$ cat config.mk
export PLATFORM = sky130hd
export DESIGN_NAME = perf_mon_unit
export DESIGN_NICKNAME = d
export VERILOG_FILES = /design/src/rtl/pmu_pkg.sv /design/src/rtl/pmu_ctl_regs.sv /design/src/rtl/pmu_evt_ctr.sv /design/src/rtl/pmu_cyc_ctr.sv /design/src/rtl/perf_mon_unit.sv
export SDC_FILE = /design/constraint.sdc
export NUM_CORES = 1
export LEC_CHECK = 0
export ABC_AREA = 1
export BUFFER_PORTS_ARGS = -buffer_cell sky130_fd_sc_hd__buf_4
export CORE_ASPECT_RATIO = 0.9
export CORE_MARGIN = 3
export CORE_UTILIZATION = 40
export CTS_CLUSTER_SIZE = 25
export DETAILED_ROUTE_END_ITERATION = 16
export PLACE_DENSITY = 0.58
export RECOVER_POWER = 50
export SYNTH_ARGS = -nofsm -noshare
export SYNTH_HDL_FRONTEND = slang
export SYNTH_SLANG_ARGS = --single-unit
$ cat constraint.sdc
create_clock -name clk -period 3 [get_ports clk]
set_clock_uncertainty 0.2 [all_clocks]
set_input_delay 0.75 -clock clk [delete_from_list [all_inputs] [get_ports clk]]
set_output_delay 0.75 -clock clk [all_outputs]
set_load 0.01 [all_outputs]
$ cat src/rtl/pmu_pkg.sv
`timescale 1ns/1ps
package pmu_pkg;
   localparam int ADDR_W = 4;

   typedef enum logic [ADDR_W-1:0] {
      RA_CTRL  = 4'd0,
      RA_ENSET = 4'd1,
      RA_ENCLR = 4'd2,
      RA_SEL   = 4'd3,
      RA_TYPE  = 4'd4,
      RA_COUNT = 4'd5,
      RA_CYC   = 4'd6,
      RA_UACC  = 4'd7
   } reg_addr_e;

   typedef struct packed {
      logic ctrl;
      logic enset;
      logic enclr;
      logic sel;
      logic typ;
      logic cnt;
      logic cyc;
      logic uacc;
   } wr_strobe_t;
endpackage

$ cat src/rtl/pmu_ctl_regs.sv
`timescale 1ns/1ps
module pmu_ctl_regs
   import pmu_pkg::*;
#(
   parameter int NUM_CTR = 4,
   parameter int DATA_W  = 32,
   parameter int SEL_W   = 5
) (
   input  logic                   clk,
   input  logic                   rst_n,
   input  logic                   bus_we,
   input  logic [ADDR_W-1:0]      bus_addr,
   input  logic [DATA_W-1:0]      bus_wdata,
   input  logic                   bus_priv,
   output wr_strobe_t             stb,
   output logic                   access_ok,
   output logic                   unit_en,
   output logic                   ev_clr,
   output logic                   cyc_clr,
   output logic [NUM_CTR-1:0]     ev_mask,
   output logic                   cyc_mask,
   output logic [SEL_W-1:0]       sel_q,
   output logic                   sel_ok,
   output logic                   usr_en,
   output logic [DATA_W-1:0]      ctl_rdata
);
   localparam int CYC_BIT = DATA_W - 1;

   logic we_ok;

   assign access_ok = bus_priv | usr_en;
   assign we_ok     = bus_we & access_ok;

   always_comb begin
      stb       = '0;
      stb.ctrl  = we_ok && (bus_addr == RA_CTRL);
      stb.enset = we_ok && (bus_addr == RA_ENSET);
      stb.enclr = we_ok && (bus_addr == RA_ENCLR);
      stb.sel   = we_ok && (bus_addr == RA_SEL);
      stb.typ   = we_ok && (bus_addr == RA_TYPE);
      stb.cnt   = we_ok && (bus_addr == RA_COUNT);
      stb.cyc   = we_ok && (bus_addr == RA_CYC);
      stb.uacc  = bus_we && bus_priv && (bus_addr == RA_UACC);
   end

   // reset strobes are pulses, never stored
   assign ev_clr  = stb.ctrl & bus_wdata[1];
   assign cyc_clr = stb.ctrl & bus_wdata[2];

   always_ff @(posedge clk or negedge rst_n) begin
      if (!rst_n) begin
         unit_en  <= 1'b0;
         ev_mask  <= '0;
         cyc_mask <= 1'b0;
         sel_q    <= '0;
         sel_ok   <= 1'b1;
         usr_en   <= 1'b0;
      end else begin
         if (stb.ctrl) unit_en <= bus_wdata[0];
         if (stb.enset) begin
            ev_mask  <= ev_mask | bus_wdata[NUM_CTR-1:0];
            cyc_mask <= cyc_mask | bus_wdata[CYC_BIT];
         end else if (stb.enclr) begin
            ev_mask  <= ev_mask & ~bus_wdata[NUM_CTR-1:0];
            cyc_mask <= cyc_mask & ~bus_wdata[CYC_BIT];
         end
         if (stb.sel) begin
            sel_q  <= bus_wdata[SEL_W-1:0];
            sel_ok <= (bus_wdata < DATA_W'(NUM_CTR));
         end
         if (stb.uacc) usr_en <= bus_wdata[0];
      end
   end

   always_comb begin
      ctl_rdata = '0;
      unique case (bus_addr)
         RA_CTRL:  ctl_rdata[0] = unit_en;
         RA_ENSET,
         RA_ENCLR: begin
            ctl_rdata[NUM_CTR-1:0] = ev_mask;
            ctl_rdata[CYC_BIT]     = cyc_mask;
         end
         RA_SEL:   ctl_rdata[SEL_W-1:0] = sel_q;
         RA_UACC:  ctl_rdata[0] = usr_en;
         default:  ctl_rdata = '0;
      endcase
   end

   AST_USER_NO_WRITE: assert property (@(posedge clk) disable iff (!rst_n)
      (!bus_priv && !usr_en) |-> (stb == '0));
   AST_ENSET_KEEPS: assert property (@(posedge clk) disable iff (!rst_n)
      stb.enset |=> ((ev_mask & $past(ev_mask)) == $past(ev_mask)));
   AST_ENCLR_NO_ADD: assert property (@(posedge clk) disable iff (!rst_n)
      stb.enclr |=> ((ev_mask | $past(ev_mask)) == $past(ev_mask)));
endmodule

$ cat src/rtl/pmu_evt_ctr.sv
`timescale 1ns/1ps
module pmu_evt_ctr #(
   parameter int CNT_W   = 32,
   parameter int EVT_W   = 8,
   parameter int NUM_EVT = 8
) (
   input  logic               clk,
   input  logic               rst_n,
   input  logic               clr,
   input  logic               cnt_wr,
   input  logic [CNT_W-1:0]   cnt_wdata,
   input  logic               typ_wr,
   input  logic [EVT_W-1:0]   typ_wdata,
   input  logic               gate,
   input  logic [NUM_EVT-1:0] evt_in,
   output logic [CNT_W-1:0]   count,
   output logic [EVT_W-1:0]   evt_type
);
   localparam int IDX_W = $clog2(NUM_EVT);

   logic type_ok;
   logic hit;

   assign type_ok = (evt_type < EVT_W'(NUM_EVT));
   assign hit     = gate && type_ok && evt_in[evt_type[IDX_W-1:0]];

   always_ff @(posedge clk or negedge rst_n) begin
      if (!rst_n) begin
         count    <= '0;
         evt_type <= '0;
      end else begin
         if (clr)         count <= '0;
         else if (cnt_wr) count <= cnt_wdata;
         else if (hit)    count <= count + 1'b1;
         if (typ_wr) evt_type <= typ_wdata;
      end
   end

   AST_EV_CLEAR: assert property (@(posedge clk) disable iff (!rst_n)
      clr |=> (count == '0));
   AST_EV_GATED: assert property (@(posedge clk) disable iff (!rst_n)
      (!gate && !clr && !cnt_wr) |=> $stable(count));
   AST_EV_BADTYPE: assert property (@(posedge clk) disable iff (!rst_n)
      (!type_ok && !clr && !cnt_wr) |=> $stable(count));
   AST_EV_STEP: assert property (@(posedge clk) disable iff (!rst_n)
      (!clr && !cnt_wr) |=> ((count == $past(count)) ||
                             (count == CNT_W'($past(count) + 1'b1))));
endmodule

$ cat src/rtl/pmu_cyc_ctr.sv
`timescale 1ns/1ps
module pmu_cyc_ctr #(
   parameter int CNT_W = 32
) (
   input  logic             clk,
   input  logic             rst_n,
   input  logic             clr,
   input  logic             wr,
   input  logic [CNT_W-1:0] wdata,
   input  logic             run,
   output logic [CNT_W-1:0] count
);
   always_ff @(posedge clk or negedge rst_n) begin
      if (!rst_n)      count <= '0;
      else if (clr)    count <= '0;
      else if (wr)     count <= wdata;
      else if (run)    count <= count + 1'b1;
   end

   AST_CYC_CLEAR: assert property (@(posedge clk) disable iff (!rst_n)
      clr |=> (count == '0));
   AST_CYC_IDLE: assert property (@(posedge clk) disable iff (!rst_n)
      (!run && !clr && !wr) |=> $stable(count));
   AST_CYC_RUNS: assert property (@(posedge clk) disable iff (!rst_n)
      (run && !clr && !wr) |=> (count == CNT_W'($past(count) + 1'b1)));
endmodule

$ cat src/rtl/perf_mon_unit.sv
`timescale 1ns/1ps
module perf_mon_unit
   import pmu_pkg::*;
#(
   parameter int NUM_CTR = 4,
   parameter int CNT_W   = 32,
   parameter int NUM_EVT = 8,
   parameter int EVT_W   = 8,
   parameter int DATA_W  = 32,
   parameter int SEL_W   = 5
) (
   input  logic               clk,
   input  logic               rst_n,
   input  logic               dbg_count_en,
   input  logic [NUM_EVT-1:0] evt_pulse,
   input  logic               bus_we,
   input  logic [ADDR_W-1:0]  bus_addr,
   input  logic [DATA_W-1:0]  bus_wdata,
   input  logic               bus_priv,
   output logic [DATA_W-1:0]  bus_rdata
);
   localparam int CIDX_W = (NUM_CTR > 1) ? $clog2(NUM_CTR) : 1;

   // elaboration-time parameter checks
   generate
      if (NUM_CTR < 1 || NUM_CTR > DATA_W - 1) begin : g_bad_nctr
         $error("NUM_CTR must lie in 1..DATA_W-1");
      end
      if (CNT_W > DATA_W || EVT_W > DATA_W) begin : g_bad_width
         $error("counter and type widths must fit the data bus");
      end
      if (NUM_EVT < 2 || NUM_EVT > (1 << EVT_W)) begin : g_bad_nevt
         $error("NUM_EVT must be at least 2 and addressable by EVT_W");
      end
      if ((1 << SEL_W) <= NUM_CTR || SEL_W > DATA_W) begin : g_bad_sel
         $error("SEL_W too narrow for NUM_CTR");
      end
   endgenerate

   wr_strobe_t           stb;
   logic                 access_ok;
   logic                 unit_en;
   logic                 ev_clr;
   logic                 cyc_clr;
   logic [NUM_CTR-1:0]   ev_mask;
   logic                 cyc_mask;
   logic [SEL_W-1:0]     sel_q;
   logic                 sel_ok;
   logic                 usr_en;
   logic [DATA_W-1:0]    ctl_rdata;
   logic [CNT_W-1:0]     cyc_cnt;
   logic [CNT_W-1:0]     ev_cnt  [NUM_CTR];
   logic [EVT_W-1:0]     ev_type [NUM_CTR];
   logic [CIDX_W-1:0]    sel_idx;
   logic [DATA_W-1:0]    mux_rdata;

   assign sel_idx = sel_q[CIDX_W-1:0];

   pmu_ctl_regs #(
      .NUM_CTR (NUM_CTR),
      .DATA_W  (DATA_W),
      .SEL_W   (SEL_W)
   ) u_ctl (
      .clk       (clk),
      .rst_n     (rst_n),
      .bus_we    (bus_we),
      .bus_addr  (bus_addr),
      .bus_wdata (bus_wdata),
      .bus_priv  (bus_priv),
      .stb       (stb),
      .access_ok (access_ok),
      .unit_en   (unit_en),
      .ev_clr    (ev_clr),
      .cyc_clr   (cyc_clr),
      .ev_mask   (ev_mask),
      .cyc_mask  (cyc_mask),
      .sel_q     (sel_q),
      .sel_ok    (sel_ok),
      .usr_en    (usr_en),
      .ctl_rdata (ctl_rdata)
   );

   pmu_cyc_ctr #(.CNT_W(CNT_W)) u_cyc (
      .clk   (clk),
      .rst_n (rst_n),
      .clr   (cyc_clr),
      .wr    (stb.cyc),
      .wdata (bus_wdata[CNT_W-1:0]),
      .run   (unit_en & cyc_mask),
      .count (cyc_cnt)
   );

   generate
      for (genvar i = 0; i < NUM_CTR; i++) begin : g_ctr
         logic hit_sel;
         assign hit_sel = sel_ok && (sel_idx == CIDX_W'(i));
         pmu_evt_ctr #(
            .CNT_W   (CNT_W),
            .EVT_W   (EVT_W),
            .NUM_EVT (NUM_EVT)
         ) u_evt (
            .clk       (clk),
            .rst_n     (rst_n),
            .clr       (ev_clr),
            .cnt_wr    (stb.cnt & hit_sel),
            .cnt_wdata (bus_wdata[CNT_W-1:0]),
            .typ_wr    (stb.typ & hit_sel),
            .typ_wdata (bus_wdata[EVT_W-1:0]),
            .gate      (unit_en & ev_mask[i] & dbg_count_en),
            .evt_in    (evt_pulse),
            .count     (ev_cnt[i]),
            .evt_type  (ev_type[i])
         );
      end
   endgenerate

   always_comb begin
      unique case (bus_addr)
         RA_TYPE:  mux_rdata = sel_ok ? DATA_W'(ev_type[sel_idx]) : '0;
         RA_COUNT: mux_rdata = sel_ok ? DATA_W'(ev_cnt[sel_idx])  : '0;
         RA_CYC:   mux_rdata = DATA_W'(cyc_cnt);
         default:  mux_rdata = ctl_rdata;
      endcase
   end

   assign bus_rdata = access_ok ? mux_rdata : '0;

   AST_USER_READ_ZERO: assert property (@(posedge clk) disable iff (!rst_n)
      (!bus_priv && !usr_en) |-> (bus_rdata == '0));
   AST_STOPPED_CYC: assert property (@(posedge clk) disable iff (!rst_n)
      (!unit_en && !stb.cyc && !cyc_clr) |=> $stable(cyc_cnt));
endmodule

* Yosys cells after proc, flatten, opt, wreduce, memory -nomap -nowiden *
Cells that the tools add are included.
Widths: inputs -> output; s select.

word-level totals
  bits of input ports = 49
  output and inout port bits = 32
  register bits after elaboration = 205
  logic and storage cells = 139

operators by class
  order comparisons = 10
  multiplexer cells = 41
  add/sub/neg operators = 5
  equality and inequality tests = 10
  bitwise gates (word level) = 28
  reduce and logical (&&, ||, !) cells = 30

operators with widths
  cell                   number
  $mux 32                19
  $add 32x1->32 const B  5
  $pmux 32 s3            1
  $bmux 32 s2            1
  $lt 32x3->1 const B    1
  $lt 8x4->1 const B     4
  $mux 8                 3
  $and 1x1->1            21
  $logic_and 1x1->1      21
  $bmux 8 s2             1
  $eq 4x3->1 const B     4
  $lt 3x4->1 const B     4
  $reduce_bool 3->1      5
  $bmux 1 s3             4
  $eq 4x2->1 const B     2
  $mux 1                 8
  $mux 4                 2
  $pmux 3 s2             1
  $and 4x4->4            1
  $eq 2x2->1 const B     2
  $eq 4x1->1 const B     1
  $logic_not 4->1        1
  $not 4->4              1
  $or 4x4->4             1
  other kinds (9)        10

* Logic depth before layout (Yosys ltp) *
Gate-level depths: netlist (run 1).

  word-level depth = 7
  mapped depth = 13
  gate-level depth less buffers = 11

* Modules after synthesis *
Synthesis (run 1) repeated with hierarchy kept, for this count alone.

second synthesis, totals
  cells, all modules = 2,948
  area total of the unflattened synthesis = 17,569.4 sq um

by module, submodules not included
  module         area an instance (sq um)  seq. area each (sq um)  times used  cells each
  pmu_evt_ctr    2,936.6                   1,001.0                 4           466
  pmu_cyc_ctr    2,546.2                   800.8                   1           419
  perf_mon_unit  2,237.1                   0.0                     1           509
  pmu_ctl_regs   1,039.7                   326.6                   1           156

* Worst setup path before layout (run 1) *
Ideal clock, no wire load.

  path type = input -> output
  start = in bus_addr[3]
  end = out bus_rdata[22]
  path slack = 202 ps
  cell stages on the path = 6
  required time = 2,050 ps
  buffers on the path = 1
  arrival time = 1,848 ps
  path through = inv_1 > nand2_1 > nor3_1 > buf_1 > o21ai_0 > a21oi_1

between the ends
  longest elaborated chain between the ends = 3
  elaborated cells on any way between the ends = 5
  those cells by class = eq/ne: 3; mux: 2

ends and longest elaborated chain
  item                RTL line              RTL
  start: declaration  perf_mon_unit.sv:17   input logic [ADDR_W-1:0] bus_addr,
  $eq 4x3->1          perf_mon_unit.sv:118  unique case (bus_addr)
  $pmux 32 s3 (*)     perf_mon_unit.sv:118
  $mux 32 (*)         perf_mon_unit.sv:126  assign bus_rdata = access_ok ? mux_rdata : '0;
  end: declaration    perf_mon_unit.sv:20   output logic [DATA_W-1:0] bus_rdata

Mark *: on every way between the ends. The rest lies on a longest branch, timed or not.

* Final worst setup path (run 1) *
  start = reg u_ctl.sel_q[1]
  end = out bus_rdata[0]

between the ends
  longest elaborated chain between the ends = 7
  elaborated cells on any way between the ends = 11
  those cells by class = mux: 10; bitwise: 1

ends and longest elaborated chain
  item                                                                         RTL line                                    RTL
  start: declaration                                                           pmu_ctl_regs.sv:22                          output logic [SEL_W-1:0] sel_q,
  start signal: assignment                                                     pmu_ctl_regs.sv:68                          sel_q <= bus_wdata[SEL_W-1:0];
  $not 2->3 (implied by the code) (*)                                          perf_mon_unit.sv:119, perf_mon_unit.sv:120
  $bmux 32 s2 / $bmux 8 s2 (equally long branches)                             perf_mon_unit.sv:120, perf_mon_unit.sv:119
  $mux 32 (implied by the code) / $mux 8 (equally long branches) (2 in a row)  perf_mon_unit.sv:120, perf_mon_unit.sv:119
  $mux 32 / $mux 8 (equally long branches)                                     perf_mon_unit.sv:120, perf_mon_unit.sv:119
  $pmux 32 s3 (*)                                                              perf_mon_unit.sv:118
  $mux 32 (*)                                                                  perf_mon_unit.sv:126

Mark *: on every way between the ends. The rest lies on a longest branch, timed or not. The select of a mux whose other input is x is not followed.

==> results of run 1 <==
==> synth_stat cells (all sizes together) (2+ instances only) <==
cell and n:
nor3 10, clkbuf 32, nand3b 9, o22ai 56, a31oi 6, a21oi 117, buf 63, inv 266
o211ai 18, ha 5, nor2 249, xor2 20, or2 3, nand2 947, nand3 327, a22oi 8
o2111ai 3, clkinv 2, and2 4, nand4 26, dfrtp 204, o21ai 233
==> cells by family (layout without fill, tap and decap cells) <==
family          after synthesis  in the layout  synth area share
fa+ha+maj                     5              5           0.00394
flops                       205            205             0.323
xor+xnor                     21             21            0.0116
buf+inv                     363            524            0.0950
simple gates               1576           1576             0.417
compound gates              443            443             0.150
==> power by group through the flow <==
stage	Sequential, mW	Clock, mW	Combinational, mW
after detailed placement	4.39	0	3.09
after CTS	4.36	3.67	3.25
final	4.40	3.63	3.31
after floorplan	4.07	0	2.05
after global placement	4.39	0	3.04
after global routing	4.49	3.77	3.70
==> path summary, 6_finish.rpt <==
kind / slack, ps / end
worst max-delay path: -230 / bus_rdata[0]
worst min-delay path: 240 / flip-flop
worst max register to register: 420 / g_ctr[2].u_evt.count[30]
worst min register to register: 290 / u_ctl.sel_q[3]
max in group asynchronous: 130 / u_ctl.sel_q[1]
min in group asynchronous: 940 / g_ctr[3].u_evt.count[30]
==> layout make-up <==
class                           instances  area (µm²)  area share
Multi-Input combinational cell       2045        9730       0.504
Sequential cell                       205        5130       0.266
Timing Repair Buffer                  207        1800      0.0931
Inverter                              268        1020      0.0529
Clock buffer                           37         773      0.0401
Tap cell                              525         657      0.0340
Clock inverter                         12         188     0.00973
==> timing repair <==
action / 4_1_cts / 5_1_grt
pin swaps: 17 / 10
endpoints found under the setup margin: 32 / 32
hold buffers: 1 / 0
gates resized for setup: 125 / 34
gates cloned: 2 / 0
buffers inserted: 9 / 9
endpoints found under the hold margin: 49 / 0
==> routing by layer <==
| layer | vias up | track usage |
|---|---|---|
| met5 | - | 0 |
| li1 | 8798 | - |
| met4 | 2 | 0.105 |
| met2 | 771 | 0.495 |
| met1 | 8804 | 0.471 |
| met3 | 112 | 0.0545 |
==> flip-flops by register name, summed over array words and instances, names as in the netlist, named ones only <==
name,cells
g_ctr.u_evt.count,128
g_ctr.u_evt.evt_type,32
u_ctl.sel_ok,1
u_ctl.sel_q,5
u_ctl.unit_en,1
u_ctl.usr_en,1
u_cyc.count,32
==> per-stage QoR <==
stage | std cells | total power, mW | hold slack [ps] | instance area, µm²
3_3_place_gp | 3229 | 7.43 | 270 | 17600
2_1_floorplan | 2613 | 6.12 | 253 | 15900
3_5_place_dp | 3229 | 7.48 | 278 | 17600
6_report | 3299 | 11.3 | 238 | 19300
4_1_cts | 3290 | 11.3 | 209 | 19100
5_1_grt | 3299 | 12.0 | 221 | 19300
==> layout by cell type, fill, tap and decap left out, types with 6 or more instances in the layout <==
| cell | count |
|---|---|
| a31oi_1 | 6 |
| nor3_1 | 9 |
| o21ai_0 | 179 |
| nand2_1 | 921 |
| inv_2 | 21 |
| clkinv_2 | 6 |
| nand4_1 | 26 |
| o21ai_1 | 30 |
| nor2_1 | 236 |
| nand3b_1 | 9 |
| nand2_4 | 11 |
| dfrtp_1 | 202 |
| o22ai_1 | 52 |
| xor2_1 | 20 |
| nand3_1 | 317 |
| buf_4 | 170 |
| nand2_2 | 15 |
| buf_12 | 11 |
| nor2_2 | 8 |
| a21oi_2 | 23 |
| buf_6 | 15 |
| o21ai_4 | 21 |
| nand3_2 | 8 |
| o211ai_1 | 18 |
| clkbuf_8 | 6 |
| a21oi_1 | 93 |
| inv_1 | 241 |
| clkbuf_16 | 27 |
==> flow_summary.json, run 1 <==
{
  "power_density_nw_per_um2": 588,
  "irDropWorstVdd_mv": 0.392,
  "vias": 18500,
  "seq_power_share": 0.388,
  "async_flop_share": 1.00,
  "p_int_mw": 6.83,
  "syn_inst": 2613,
  "relSlewSlack": -0.0878,
  "insertion_delay_ps": 560,
  "htreeDepth": 1,
  "nets": 2808,
  "setup_viol": 32,
  "port_buffers": 80,
  "diodes": 0,
  "avgViaCountPerCell": 5.60,
  "drtAntennaViolNets": 0,
  "cts_buffers": 27,
  "wl_met1_mm": 31.0,
  "p_sw_frac": 0.398,
  "area_growth_pct": 21.4,
  "core_um2": 38800,
  "crit_slowest_cell": "dfrtp_2",
  "wl_per_cell_um": 21.2,
  "yosysTopAreaCellShare": 0.321,
  "rsz0062_at_grt": "true",
  "hold_viol_final": 0,
  "synth_edf_count": 0,
  "ys_warn_count": 0,
  "io_pins": 81,
  "yosys.cell_types.count": 40,
  "syn_nets": 2667,
  "dr.pass1.iters": 12,
  "top_layer_used": "met5",
  "synth_area_per_cell_um2": 6.08,
  "wl_met2_mm": 30.1,
  "cap_viol_max_count": 1,
  "place_ws_ps": -162,
  "ys_seq_elements": 205,
  "gp_congestion": 0.988,
  "setup_tns_ps": -5350,
  "endpoint_kind": "output pin",
  "outcome": "complete, but fails checks",
  "grt_max_degree": 62,
  "crit_cells": 10,
  "grt_pass1_wl_mm": 106,
  "finalCritPeriodShare": 1.08,
  "wl_mm": 70.1,
  "wl_met3_mm": 6.35,
  "final_util": 0.497,
  "drive_gt1_frac": 0.140,
  "crit_required_ps": 2050,
  "p_leak_nw": 8.66,
  "dp_hpwl_mm": 52.9,
  "slew_viol_final": 56,
  "die_area_um2": 42200,
  "synthFlopType": "dfrtp_1",
  "clock-sinks": 205,
  "cpPeakStageDelay_ps": 490,
  "min_path_type": "in2reg",
  "die_w_um": 216,
  "worstPathCellList": "nand2_4 -> clkinvlp_4 -> buf_4 -> nand2_1 -> nand4_1 -> nand2_1 -> nand3_1 -> nand2_1 -> o21ai_2 -> buf_4",
  "die_h_um": 195,
  "antenna_found_initial": 3,
  "overflow": 0,
  "yosysSeqAreaShare": 0.323,
  "setup_ws_ps": -228,
  "synth_area_leaders": "dfrtp_1, nand2_1, nand3_1",
  "violations": "design-rule violations, max-capacitance violations, max-slew violations, negative setup slack",
  "hold_depth": 2,
  "path_delay_family": "simple AND/OR/NAND/NOR gates",
  "cts_root_buffer": "clkbuf_16",
  "r2r_cells": 10,
  "first_global_vias": 17300,
  "synth_top_cell_by_area": "dfrtp_1",
  "drc": 1,
  "initial_core_util": 0.410,
  "crit_path_start_kind": "flip-flop",
  "p_sw_mw": 4.51,
  "crit_fanout": 7,
  "cts_tree": "built",
  "clock.fmax_mhz": 310,
  "rows": 68,
  "worst_pin_slew_ps": 1630,
  "combPwrFrac": 0.291,
  "startpoint": "u_ctl.sel_q[1]",
  "grt_usage": 0.326,
  "cts.path.max_buffers": 3,
  "critPathKind": "reg2out",
  "drt_iter0_markers": 1884,
  "syn_area_um2": 15900,
  "nFillCells": 4088,
  "critPathBufInv": 3,
  "clk_pin_slew_worst_paths_ps": 60,
  "worst_ep_arrival_time_ps": 2280,
  "r2r_start": "g_ctr[2].u_evt.count[0]",
  "crit_top_cell": "nand2_1",
  "min_from": "bus_wdata[1]",
  "p_clk_frac": 0.320,
  "period_needed_ps": 3230
}
No activity file was read; power rests on OpenSTA's default activity.
==> inputs of run 2 (changes only) <==
--- a/config.mk
+++ b/config.mk
@@ -5,7 +5,6 @@
 export SDC_FILE = /design/constraint.sdc
 export NUM_CORES = 1
 export LEC_CHECK = 0
-export ABC_AREA = 1
 export BUFFER_PORTS_ARGS = -buffer_cell sky130_fd_sc_hd__buf_4
 export CORE_ASPECT_RATIO = 0.9
 export CORE_MARGIN = 3
@@ -14,6 +13,7 @@
 export DETAILED_ROUTE_END_ITERATION = 16
 export PLACE_DENSITY = 0.58
 export RECOVER_POWER = 50
+export REMOVE_ABC_BUFFERS = 1
 export SYNTH_ARGS = -nofsm -noshare
 export SYNTH_HDL_FRONTEND = slang
 export SYNTH_SLANG_ARGS = --single-unit
==> flow_summary.json, run 2 <==
{
  "core_um2": 32300,
  "grt_pass1_wl_mm": 70.3,
  "grt_usage": 0.259,
  "critPathKind": "reg2out",
  "drive_gt1_frac": 0.239,
  "outcome": "complete, but fails checks",
  "die_w_um": 198,
  "multi_input_area_um2": 7840,
  "path_delay_family": "multiplexers",
  "worstPathCellList": "buf_6 -> mux4_2 -> mux2i_2 -> nor3_2 -> a21oi_1 -> a21oi_1 -> buf_4",
  "yosysSeqAreaShare": 0.387,
  "register_area_um2": 5140,
  "hold_end": "g_ctr[0].u_evt.count[23]",
  "yosysTopAreaCellShare": 0.385,
  "dpl.cell_count": 1888,
  "initial_core_util": 0.410,
  "regMostFlops": "g_ctr.u_evt.count",
  "rsz0062_at_grt": "true",
  "clk_pin_slew_worst_paths_ps": 60,
  "endpoint_kind": "output pin",
  "worst_pin_slew_ps": 1650,
  "antenna_found_initial": 0,
  "cts_root_buffer": "clkbuf_16",
  "synth_edf_count": 0,
  "crit_path_start_kind": "flip-flop",
  "crit_slowest_cell": "mux4_2",
  "critPathBufInv": 2,
  "finalCritPeriodShare": 1.07,
  "use_met3": 0.0514,
  "rows": 62,
  "cts_tree": "built",
  "largest_register_ffs": 128,
  "setup_viol": 32,
  "mostFrequentLayoutCell": "dfrtp_1",
  "yosys.cell_types.count": 61,
  "total_power_mw": 7.88,
  "r2r-end": "g_ctr[3].u_evt.count[21]",
  "dr.pass1.iters": 7,
  "ys_seq_elements": 205,
  "hold_buffers": 0,
  "cts_buffers": 25,
  "port_buffers": 80,
  "nets": 1561,
  "crit_cells": 7,
  "r2r_start": "g_ctr[3].u_evt.evt_type[6]",
  "drt_iter0_markers": 1106,
  "relSlewSlack": -0.0981,
  "crit_required_ps": 2050,
  "die_h_um": 179,
  "cpPeakStageDelay_ps": 530,
  "grt_max_degree": 65,
  "drtAntennaViolNets": 0,
  "cts.path.max_buffers": 3,
  "setup_ws_ps": -220,
  "synth_top_cell_by_area": "dfrtp_1",
  "reg_top3": "g_ctr.u_evt.count x128, g_ctr.u_evt.evt_type x32, u_cyc.count x32",
  "vias": 11900,
  "first_global_vias": 11300,
  "power_density_nw_per_um2": 498,
  "layoutNonFillerInstCount": 1939,
  "nFillCells": 3022,
  "wl_mm": 46.0,
  "area_growth_pct": 19.6,
  "overflow": 0,
  "grt.busiest_layer": "met1",
  "gp_congestion": 0.923,
  "clock-sinks": 205,
  "synthTopCellsByCount": "dfrtp_1, o21ai_0, a21oi_1",
  "io_pins": 81,
  "htreeDepth": 1,
  "avgViaCountPerCell": 6.14,
  "cap_viol_max_count": 1,
  "async_flop_share": 1.00,
  "worst_ep_arrival_time_ps": 2270,
  "period_needed_ps": 3220,
  "hold_viol_final": 0,
  "met1_usage": 0.387,
  "use_met2": 0.386,
  "hold_depth": 3,
  "crit_top_cell": "a21oi_1",
  "min_from": "bus_wdata[23]",
  "crit_fanout": 3,
  "final_cell_mix": "dfrtp_1, o21ai_0, buf_4, a21oi_1, nor2_1",
  "min_path_type": "in2reg",
  "synth_area_per_cell_um2": 9.32,
  "r2r_slack_ps": 160,
  "clock.fmax_mhz": 311,
  "insertion_delay_ps": 530,
  "synth_area_leaders": "dfrtp_1, mux4_2, o21ai_0",
  "slew_viol_final": 64,
  "synth.most_common_cell": "dfrtp_1",
  "wl_per_cell_um": 23.7,
  "dp_hpwl_mm": 32.4,
  "p_leak_nw": 6.26,
  "ys_warn_count": 0,
  "die_area_um2": 35300,
  "syn_area_um2": 13200,
  "violations": "max-capacitance violations, max-slew violations, negative setup slack",
  "syn_inst": 1421,
  "drc": 0,
  "r2r_cells": 8,
  "synthFlopType": "dfrtp_1",
  "irDropWorstVdd_mv": 0.410
}
[run 2: cell types whose count changed in the layout (fill, tap and decap cells not counted), sizes merged, moves of 35 or more]
cell and change:
nand3 -256, mux4 +41, xnor2 +69, nand2 -873, mux2 +37, xor2 +58, buf -38, inv -241
nor2 -153, o21ai -84, a211oi +35, o22ai -53
[run 2: how the worst max path moves through the flow]
stage,start,to
final,u_ctl.sel_q[0],bus_rdata[0]
after global routing,u_ctl.sel_q[0],bus_rdata[0]
after CTS,u_ctl.sel_q[0],bus_rdata[0]
after detailed placement,bus_addr[3],bus_rdata[30]
after global placement,bus_addr[3],bus_rdata[30]
after floorplan,bus_addr[2],bus_rdata[30]
[run 2: per-stage QoR]
stage                     setup WS [ps]  setup TNS [ps]   util  hold slack [ps]  cell area (µm²)
after floorplan                   -1520         -193670      -              250            12800
after global placement            -74.0           -1040  0.457              288            14800
after detailed placement           -117           -1760  0.457              294            14800
after CTS                          -218           -4480  0.489             30.3            15800
after global routing               -265           -6140  0.491              300            15800
final                              -220           -3970  0.491              296            15800
[run 2: kinds of logic after synthesis]
group | Yosys count | synth area share
XOR/XNOR | 148 | 0.0979
multiplexers | 98 | 0.116
buffers and inverters | 129 | 0.0381
AO/OA/AOI/OAI | 378 | 0.161
AND/OR/NAND/NOR | 458 | 0.195
flip-flops | 205 | 0.387
adder cells (fa/ha/maj) | 5 | 0.00472
[run 2: area by class of cell]
class | instances | share of cell area
Tap cell | 416 | 0.0329
Clock buffer | 36 | 0.0453
Timing Repair Buffer | 166 | 0.0931
Inverter | 22 | 0.00521
Clock inverter | 6 | 0.00363
Sequential cell | 205 | 0.324
Multi-Input combinational cell | 1087 | 0.495
Antenna cell | 1 | 0.000158
[run 2: power by group]
group / total [mW] / switching [mW] / internal [mW] / leakage (nW)
Sequential: 3.44 / 0.409 / 3.03 / 2.70
Clock: 2.94 / 1.21 / 1.73 / 0.381
Combinational: 1.51 / 0.792 / 0.714 / 3.18
Total: 7.88 / 2.41 / 5.47 / 6.26
[run 2: metal layers]
metal | up-vias | routed length, µm | part of all wire
met5 | - | 0 | 0
met2 | 422 | 20300 | 0.44
met4 | 0 | 1060 | 0.023
met1 | 5998 | 21300 | 0.46
met3 | 63 | 3330 | 0.072
li1 | 5428 | - | -
[run 2: what timing repair did]
action                     in CTS  in global routing
resized for setup              38                 20
gates cloned                    2                  0
buffers inserted                6                  0
setup endpoints to repair      32                 32
pin swaps                      10                  4
[run 2: worst min-delay path, stage by stage]
cell     delay, ps
buf_4          120
nand2_1         50
o21ai_0         60
